### src/rtl/burst_seq_pkg.sv
package burst_seq_pkg;
    localparam int LAT_W  = 4;
    localparam int BEAT_W = 6;

    typedef enum logic [1:0] {ST_IDLE, ST_LAT, ST_DATA} seq_st_e;

    typedef struct packed {
        logic              sync;      // burst mode enabled
        logic              fixed;     // fixed latency type
        logic [LAT_W-1:0]  lat;       // effective latency count
        logic              pol;       // WAIT active level
        logic              early;     // WAIT drops one cycle ahead of data
        logic              wrap;      // wrap inside burst window
        logic              cont;      // continuous burst
        logic [BEAT_W-1:0] last_beat; // burst length minus one, also wrap mask
        logic              err;       // reserved code present
    } cfg_t;
endpackage

### src/rtl/burst_seq_cfg.sv
module burst_seq_cfg
    import burst_seq_pkg::*;
#(
    parameter int          CW       = 16,
    parameter logic [15:0] RST_WORD = 16'h9D1F
) (
    input  logic          clk,
    input  logic          rst_n,
    input  logic          wr_en,
    input  logic [CW-1:0] wr_word,
    output cfg_t          cfg
);
    logic [CW-1:0] word_d, word_q;
    logic [2:0]    lat_code, len_code;
    logic          lat_ok, len_ok;
    logic          unused_bits;

    always_comb begin
        word_d = wr_en ? wr_word : word_q;
    end

    always_ff @(posedge clk or negedge rst_n) begin
        if (!rst_n) word_q <= RST_WORD;
        else        word_q <= word_d;
    end

    assign unused_bits = &{1'b0, word_q[9], word_q[7:4]};

    always_comb begin
        lat_code      = word_q[13:11];
        len_code      = word_q[2:0];
        lat_ok        = (lat_code >= 3'd2) && (lat_code <= 3'd6);
        len_ok        = ((len_code >= 3'd1) && (len_code <= 3'd4)) || (len_code == 3'd7);
        cfg.sync      = ~word_q[15];
        cfg.fixed     = word_q[14];
        cfg.pol       = word_q[10];
        cfg.early     = word_q[8];
        cfg.wrap      = ~word_q[3];
        cfg.err       = ~(lat_ok & len_ok);
        cfg.lat       = cfg.err ? LAT_W'(3) : LAT_W'(lat_code);
        cfg.cont      = ~cfg.err && (len_code == 3'd7);
        if (cfg.err || cfg.cont)
            cfg.last_beat = BEAT_W'(3);
        else
            cfg.last_beat = BEAT_W'((4 << (len_code - 3'd1)) - 1);
    end

    p_reset_word_r1: assert property (@(posedge clk) $rose(rst_n) |-> word_q == RST_WORD);
    p_hold_word_r2: assert property (@(posedge clk) disable iff (!rst_n)
        !wr_en |=> $stable(word_q));
endmodule

### src/rtl/burst_seq_addr.sv
module burst_seq_addr
    import burst_seq_pkg::*;
#(
    parameter int AW = 22
) (
    input  logic [AW-1:0]     cur,
    input  logic [BEAT_W-1:0] mask,
    input  logic              wrap,
    output logic [AW-1:0]     nxt
);
    localparam int PAD = AW - BEAT_W;
    logic [AW-1:0] wide_mask, inc;

    always_comb begin
        wide_mask = {{PAD{1'b0}}, mask};
        inc       = cur + AW'(1);
        nxt       = wrap ? ((cur & ~wide_mask) | (inc & wide_mask)) : inc;
    end
endmodule

### src/rtl/burst_seq_wait.sv
module burst_seq_wait (
    input  logic ce_n,
    input  logic in_lat,
    input  logic lat_last,
    input  logic early,
    input  logic pol,
    output logic wait_o
);
    logic active;

    always_comb begin
        active = in_lat && !(early && lat_last);
        wait_o = (!ce_n && active) ? pol : ~pol;
    end
endmodule

### src/rtl/burst_seq.sv
module burst_seq
    import burst_seq_pkg::*;
#(
    parameter int AW     = 22,
    parameter int CW     = 16,
    parameter int SEL_LO = 18
) (
    input  logic          clk,
    input  logic          rst_n,
    input  logic          ce_n,
    input  logic          adv_n,
    input  logic          cfg_en,
    input  logic          we_n,
    input  logic [AW-1:0] addr,
    input  logic          refresh_busy,
    output logic          data_valid,
    output logic          wait_o,
    output logic [AW-1:0] col_addr,
    output logic          config_error
);
    localparam logic [1:0] SEL_BUS_CFG = 2'b10;

    typedef struct packed {
        seq_st_e           st;
        logic [LAT_W-1:0]  cnt;
        logic [BEAT_W-1:0] beat;
        logic [AW-1:0]     addr;
    } seq_t;

    seq_t          r_d, r_q;
    cfg_t          cfg;
    logic          cfg_cycle, cfg_wr, start;
    logic [LAT_W-1:0] lat_tot;
    logic [AW-1:0] addr_nxt;

    assign cfg_cycle = !ce_n && !adv_n && cfg_en;
    assign cfg_wr    = cfg_cycle && !we_n && (addr[SEL_LO+1:SEL_LO] == SEL_BUS_CFG);
    assign start     = !ce_n && !adv_n && !cfg_en && cfg.sync;

    burst_seq_cfg #(.CW(CW)) u_cfg (
        .clk     (clk),
        .rst_n   (rst_n),
        .wr_en   (cfg_wr),
        .wr_word (addr[CW-1:0]),
        .cfg     (cfg)
    );

    burst_seq_addr #(.AW(AW)) u_addr (
        .cur  (r_q.addr),
        .mask (cfg.last_beat),
        .wrap (cfg.wrap && !cfg.cont),
        .nxt  (addr_nxt)
    );

    burst_seq_wait u_wait (
        .ce_n     (ce_n),
        .in_lat   (r_q.st == ST_LAT),
        .lat_last (r_q.cnt == '0),
        .early    (cfg.early),
        .pol      (cfg.pol),
        .wait_o   (wait_o)
    );

    always_comb begin
        lat_tot = (refresh_busy && !cfg.fixed) ? {cfg.lat[LAT_W-2:0], 1'b0} : cfg.lat;
        r_d     = r_q;
        if (ce_n || cfg_cycle) begin
            r_d.st = ST_IDLE;
        end else if (start) begin
            r_d.st   = ST_LAT;
            r_d.cnt  = lat_tot - LAT_W'(1);
            r_d.beat = '0;
            r_d.addr = addr;
        end else begin
            case (r_q.st)
                ST_LAT: begin
                    if (r_q.cnt == '0) r_d.st  = ST_DATA;
                    else               r_d.cnt = r_q.cnt - LAT_W'(1);
                end
                ST_DATA: begin
                    if (!cfg.cont && r_q.beat == cfg.last_beat) begin
                        r_d.st = ST_IDLE;
                    end else begin
                        r_d.beat = r_q.beat + BEAT_W'(1);
                        r_d.addr = addr_nxt;
                    end
                end
                default: r_d.st = ST_IDLE;
            endcase
        end
    end

    always_ff @(posedge clk or negedge rst_n) begin
        if (!rst_n) r_q <= '{st: ST_IDLE, cnt: '0, beat: '0, addr: '0};
        else        r_q <= r_d;
    end

    assign data_valid   = (r_q.st == ST_DATA);
    assign col_addr     = r_q.addr;
    assign config_error = cfg.err;

    p_async_quiet_r3: assert property (@(posedge clk) disable iff (!rst_n)
        !cfg.sync |-> !data_valid);
    p_ce_stop_r8: assert property (@(posedge clk) disable iff (!rst_n)
        ce_n |=> !data_valid);
    p_wait_idle_r12: assert property (@(posedge clk) disable iff (!rst_n)
        ce_n |-> wait_o == ~cfg.pol);
    p_wait_off_in_data_r10: assert property (@(posedge clk) disable iff (!rst_n)
        (data_valid && !ce_n) |-> wait_o == ~cfg.pol);
    p_wrap_window_r7: assert property (@(posedge clk) disable iff (!rst_n)
        (data_valid && $past(data_valid) && cfg.wrap && !cfg.cont)
        |-> (col_addr[AW-1:BEAT_W] == $past(col_addr[AW-1:BEAT_W])));
    p_linear_step_r7: assert property (@(posedge clk) disable iff (!rst_n)
        (data_valid && $past(data_valid) && (!cfg.wrap || cfg.cont))
        |-> col_addr == $past(col_addr) + AW'(1));
endmodule

### config.mk
export PLATFORM = sky130hd
export DESIGN_NAME = burst_seq
export DESIGN_NICKNAME = d
export VERILOG_FILES = /design/src/rtl/burst_seq_pkg.sv /design/src/rtl/burst_seq_cfg.sv /design/src/rtl/burst_seq_addr.sv /design/src/rtl/burst_seq_wait.sv /design/src/rtl/burst_seq.sv
export SDC_FILE = /design/constraint.sdc
export NUM_CORES = 1
export LEC_CHECK = 0
export ABC_AREA = 1
export BUFFER_PORTS_ARGS = -buffer_cell sky130_fd_sc_hd__buf_2
export CAP_MARGIN = 20
export CORE_ASPECT_RATIO = 0.6
export CORE_MARGIN = 2
export CORE_UTILIZATION = 55
export DETAILED_ROUTE_END_ITERATION = 8
export PLACE_DENSITY = 0.83
export SYNTH_ARGS = -nofsm -noshare
export SYNTH_HDL_FRONTEND = slang
export SYNTH_HIERARCHICAL = 1
export SYNTH_SLANG_ARGS = --single-unit
### constraint.sdc
create_clock -name clk -period 3 [get_ports clk]
set_input_delay 0.3 -clock clk [delete_from_list [all_inputs] [get_ports clk]]
set_output_delay 0.3 -clock clk [all_outputs]
set_load 0.05 [all_outputs]
# --- After elaboration in Yosys (flattened, before gate mapping) ---
# Cells that the tools add are included.
classes:
  add_sub_neg: 6
  multipliers: 0
  div_mod_pow: 0
  n_lt_le_gt_ge: 4
  n_eq_ne: 9
  shift: 1
  muxes: 14
  n_bitwise: 10
  reduce_logical: 31
ops:
  columns: ["operator", "n"]
  rows:
  - ["$mux W28", 2]
  - ["$mux W34", 1]
  - ["$add A22 B1 Y22 const B", 1]
  - ["$and A22 B22 Y22", 1]
  - ["$and A22 B6 Y22", 1]
  - ["$mux W22", 1]
  - ["$not A6 Y22", 1]
  - ["$or A22 B22 Y22", 1]
  - ["$logic_and A1 B1 Y1", 15]
  - ["$mux W4", 3]
  - ["$sub A4 B1 Y4 const B", 2]
  - ["$logic_not A1 Y1", 7]
  - ["$add A6 B1 Y6 const B", 1]
  - ["$eq A6 B6 Y1", 1]
  - ["$le A3 B3 Y1 const B", 2]
  - ["$mux W2", 3]
  - ["$mux W6", 1]
  - ["$reduce_and A3 Y1", 2]
  - ["$shl A3 B3 Y6 const A", 1]
  - ["$sub A6 B2 Y6 const B", 1]
  - ["$not A1 Y1", 5]
  - ["$eq A2 B2 Y1 const B", 2]
  - ["$logic_not A4 Y1", 1]
  - ["$ne A2 B2 Y1 const B", 2]
  - ["other kinds (14)", 17]
totals:
  regBits: 50
  latch_bits: 0
  ramBits: 0
  mem_bits_ro: 0
  in_bits: 29
  out_inout_bits: 25
  wordCells: 80
  memories: 0

# --- Longest topological paths before layout ---
depth:
  ltp_word: 15
  mapped_depth: 20
  mapped_depth_nobuf: 18

# --- Cells and area by module ---
# The synthesis kept the hierarchy.
by_module_without_submodules:
  columns: ["module", "n_inst", "cells_each", "area_per_inst_um2", "seq_area_each_um2"]
  rows:
  - ["burst_seq", 1, 325, 2258.4, 850.8]
  - ["burst_seq_cfg", 1, 78, 675.6, 286.5]
  - ["burst_seq_addr", 1, 114, 601.8, 0.0]
  - ["burst_seq_wait", 1, 7, 30.0, 0.0]

# --- Worst setup path after synthesis ---
# Ideal clock, no wire load.
synth_timing:
  kind: "register -> register"
  startpoint: "register u_cfg.word_q[1]"
  endpoint: "register r_q (netlist bit col_addr[14])"
  setup_time_ns: 0.117
  arrival_time_ns: 2.475
  required_time_ns: 2.883
  path_slack_ns: 0.409
  stages_incl_launch_ff: 21
  period_less_slack_ns: 2.591
  path_cell_list: "dfstp_2 > buf_6 > nor2_4 > inv_1 > ha_1 > inv_1 > nor3_1 > inv_1 > ha_1 > xor2_1 > nor2_1 > nand2_1 > inv_1 > nor2_1 > nor3_2 > nand2_2 > nand2_2 > nand2_1 > buf_2 > nand2_1 > nand2_1"
synth_lines:
  columns: ["item", "line", "text"]
  rows:
  - ["start, declared", "burst_seq_cfg.sv:13", "logic [CW-1:0] word_d, word_q;"]
  - ["start signal, assigned", "burst_seq_cfg.sv:24", "else word_q <= word_d;"]
  - ["end signal, assigned", "burst_seq.sv:94", "if (!rst_n) r_q <= '{st: ST_IDLE, cnt: '0, beat: '0, addr: '0};"]
  - ["end signal, assigned", "burst_seq.sv:95", "else r_q <= r_d;"]
  - ["end, declared", "burst_seq.sv:30", "seq_t r_d, r_q;"]

==> impl_results.md <==
* Final worst path period share at 0.910
* Largest area contributor in the netlist: dfrtp_1
* Pwr dens at 639 nW/um^2
* Worst setup SP type: flop
* Die Wd at 108 um
* RSZ-0062 raised after global routing: false
* Ys flop type: dfrtp_1
* Clock Pin Slew Worst Setup and Hold Paths at 0.10 ns
* Final hold vios at 0
* Initial Util at 0.576
* Synth warn at 6
* Syn Area/Cell at 6.81 um^2
* Largest net degree at the start of global routing at 46
* Async SR Flop Fraction at 1.00
* Setup TNS at 0 ns
* TritonCTS buffer count at 5
* Unique masters post-synth at 31
* Placed Instance Area at 3690 um^2
* Die footprint at 7160 um^2
* Core box area at 6190 um^2
* Layout cells sized above 1 at 0.227
* WS Path Type: reg -> reg
* Synth top area cells: dfrtp_1, nand2_1, dfstp_2
* Hold path cells at 3
* Yosys top cell area share at 0.253
* Fin Clk Skew at 0.0127 ns
* Simple-gate portion of the synthesized area at 0.402
* Area grow syn2layout at 7.23%
* Max Cap Viol at 0
* # rows at 22
* Slew Limit Fails at 0
* Worst reg2reg path depth at 18
* Element type at the critical path end: flop
* Min Tclk post-route at 2.73 ns
* H-tree depth at 2
* Clock buffer depth at 2
* Hold crit path type: in -> reg
* Slowest CP cell: dfstp_2
* I/O Buffers at 53
* DRC errors left at 0
* Diodes inserted at 0
* Vias per std cell at 5.18
* Worst-Margin Slew at 0.774 ns
* Wire length per cell at 13.3 um
* Most common cell in the netlist: nand2_1
* TritonCTS Sinks at 45
* Initial antenna violation count at 0
* Fin area at 3820 um^2
* Fillers at 599
* Routed Antenna Nets at 0
* Final setup fails at 0
* Synth Area in XOR/XNOR at 0.0540
* Worst Path Arrival at 2.92 ns
* Achievable Freq at 366 MHz
* HPWL Detailed at 6520 um
* Post-Syn Instances at 524
* Via count at 3302
* Crit Path Max Fanout at 11
* Post-synth EDFFs at 0
* Adder-Cell Fraction of Synth Area at 0.0175
* Largest family of logic cells by synthesized area: simple AND/OR/NAND/NOR gates
* Compound-Gate Fraction of Synth Area at 0.0379
* Slew margin rel. at 0.482
* Iteration-0 DRC Markers at 328
* Mapped Area at 3570 um^2
* Number of global-route vias before repair at 3062
* Commonest cells in the netlist: nand2_1, inv_1, nand3_1
* Synthesis-stage register bit count at 45
* Root buffer cell: clkbuf_8
* Gr ovfl total at 0
* Worst endpoint required time at 3.19 ns
* I/O pins at 54
* Pre-antenna DRT Iters at 6
* Gpl congestion at 0.916
* First-pass GRT wire length at 14500 um
* Post-synthesis mux area share at 0.0154
* Static Leak at 2.10 nW
* TritonCTS clock tree: built
* Post-synthesis sequential area ratio at 0.319
* Outcome: complete, no violations
* Worst skew pair latency at 0.30 ns
* Slowest stage delay, CP at 0.42 ns
* VDD IR max at 303 uV
* Global-route usage over all layers at 0.255
* Final nets at 587
* Detailed Route WL at 8510 um
* Die span in y at 66.4 um
* CP cell instances: nor2_4 -> inv_1 -> ha_1 -> inv_1 -> nor3_2 -> inv_1 -> ha_1 -> nor2_1 -> inv_1 -> nand2_1 -> o21ai_0 -> nor3_2 -> nand2_2 -> nand2_2 -> nand2_1 -> buf_4 -> nand2_1 -> nand2_1
layout by cell type, fill, tap and decap left out, types with 5 or more instances in the layout:
master	netlist	final
nand4_1	8	8
nand3_1	41	40
o21ai_0	18	18
ha_1	5	5
xor2_1	10	10
nor2_2	7	8
dfstp_2	9	9
clkbuf_8	0	5
nand2_1	192	192
nand2_2	12	12
nor3_1	7	6
dfrtp_1	36	36
nand3_2	11	12
buf_4	28	10
a21oi_1	5	5
xnor2_1	12	12
inv_1	57	57
nor2_1	31	30
buf_2	10	53
where the power goes:
part / internal, mW / switching, mW
Combinational: 0.360 / 0.742
Sequential: 0.767 / 0.187
Clock: 0.165 / 0.223
Total: 1.29 / 1.15
per-stage QoR:
| stage | power [mW] | hold WS [ns] | std cells | setup WS [ns] | utilization |
|---|---|---|---|---|---|
| floorplan | 1.87 | 0.00441 | 525 | 0.409 | - |
| global placement | 2.00 | 0.479 | 627 | 0.321 | 0.596 |
| detailed placement | 2.04 | 0.496 | 627 | 0.188 | 0.596 |
| CTS | 2.43 | 0.203 | 635 | 0.145 | 0.610 |
| global route | 2.64 | 0.246 | 638 | 0.0259 | 0.617 |
| finish | 2.44 | 0.220 | 638 | 0.271 | 0.617 |
final timing paths:
check | startpoint | end | slack, ns
max | u_cfg/word_q[0] | col_addr[11] | 0.27
min | addr[0] | u_cfg/word_q[0] | 0.22
max reg2reg | u_cfg/word_q[0] | col_addr[11] | 0.27
min reg2reg | u_cfg/word_q[3] | u_cfg/word_q[3] | 0.50
max in group asynchronous | rst_n | u_cfg/word_q[10] | 2.12
min in group asynchronous | rst_n | col_addr[4] | 0.35
metal layers:
metal | wire length, um | vias up | global-route usage
met5 | 0 | - | 0
met4 | 26 | 0 | 0.0321
met3 | 601 | 4 | 0.0433
met2 | 3640 | 129 | 0.395
met1 | 4240 | 1517 | 0.382
li1 | - | 1652 | -
sequential cells by signal, indices dropped and copies added (netlist names):
signal and flops:
col_addr 22, r_q 12, u_cfg/word_q 11
kinds of logic after synthesis:
family                     after synthesis
AOI/OAI and AO/OA                       26
xor gates and xnor gates                22
adders and majority gates                5
buffers and inverters                  103
DFF                                     45
muxes                                    5
other                                    2
and+or+nand+nor                        316
layout make-up:
| type | count | area (um^2) | share of cell area |
|---|---|---|---|
| multi-input cells | 377 | 1900 | 0.497 |
| flip-flops and latches | 45 | 1140 | 0.297 |
| well taps | 84 | 105 | 0.0275 |
| clock inverters | 2 | 15.0 | 0.00393 |
| inverters | 59 | 221 | 0.0579 |
| repair buffers | 65 | 370 | 0.0969 |
| clock buffers | 6 | 72.6 | 0.0190 |
worst max-delay path: cells and delay by family (launching register included):
family	cells	cell delay [ns]
flip-flops	1	0.42
AO/OA/AOI/OAI	1	0.09
AND/OR/NAND/NOR	10	1.06
adder cells (fa/ha/maj)	2	0.59
buffers and inverters	5	0.45
repair_timing:
| action | 4_1_cts | 5_1_grt |
|---|---|---|
| gates resized for setup | 0 | 2 |
| hold buffers | 0 | 1 |
| endpoints found under the hold margin | 0 | 5 |
| buffers inserted | 0 | 1 |
| setup endpoints to repair | 0 | 28 |
Power figures use the tool's default switching activity.
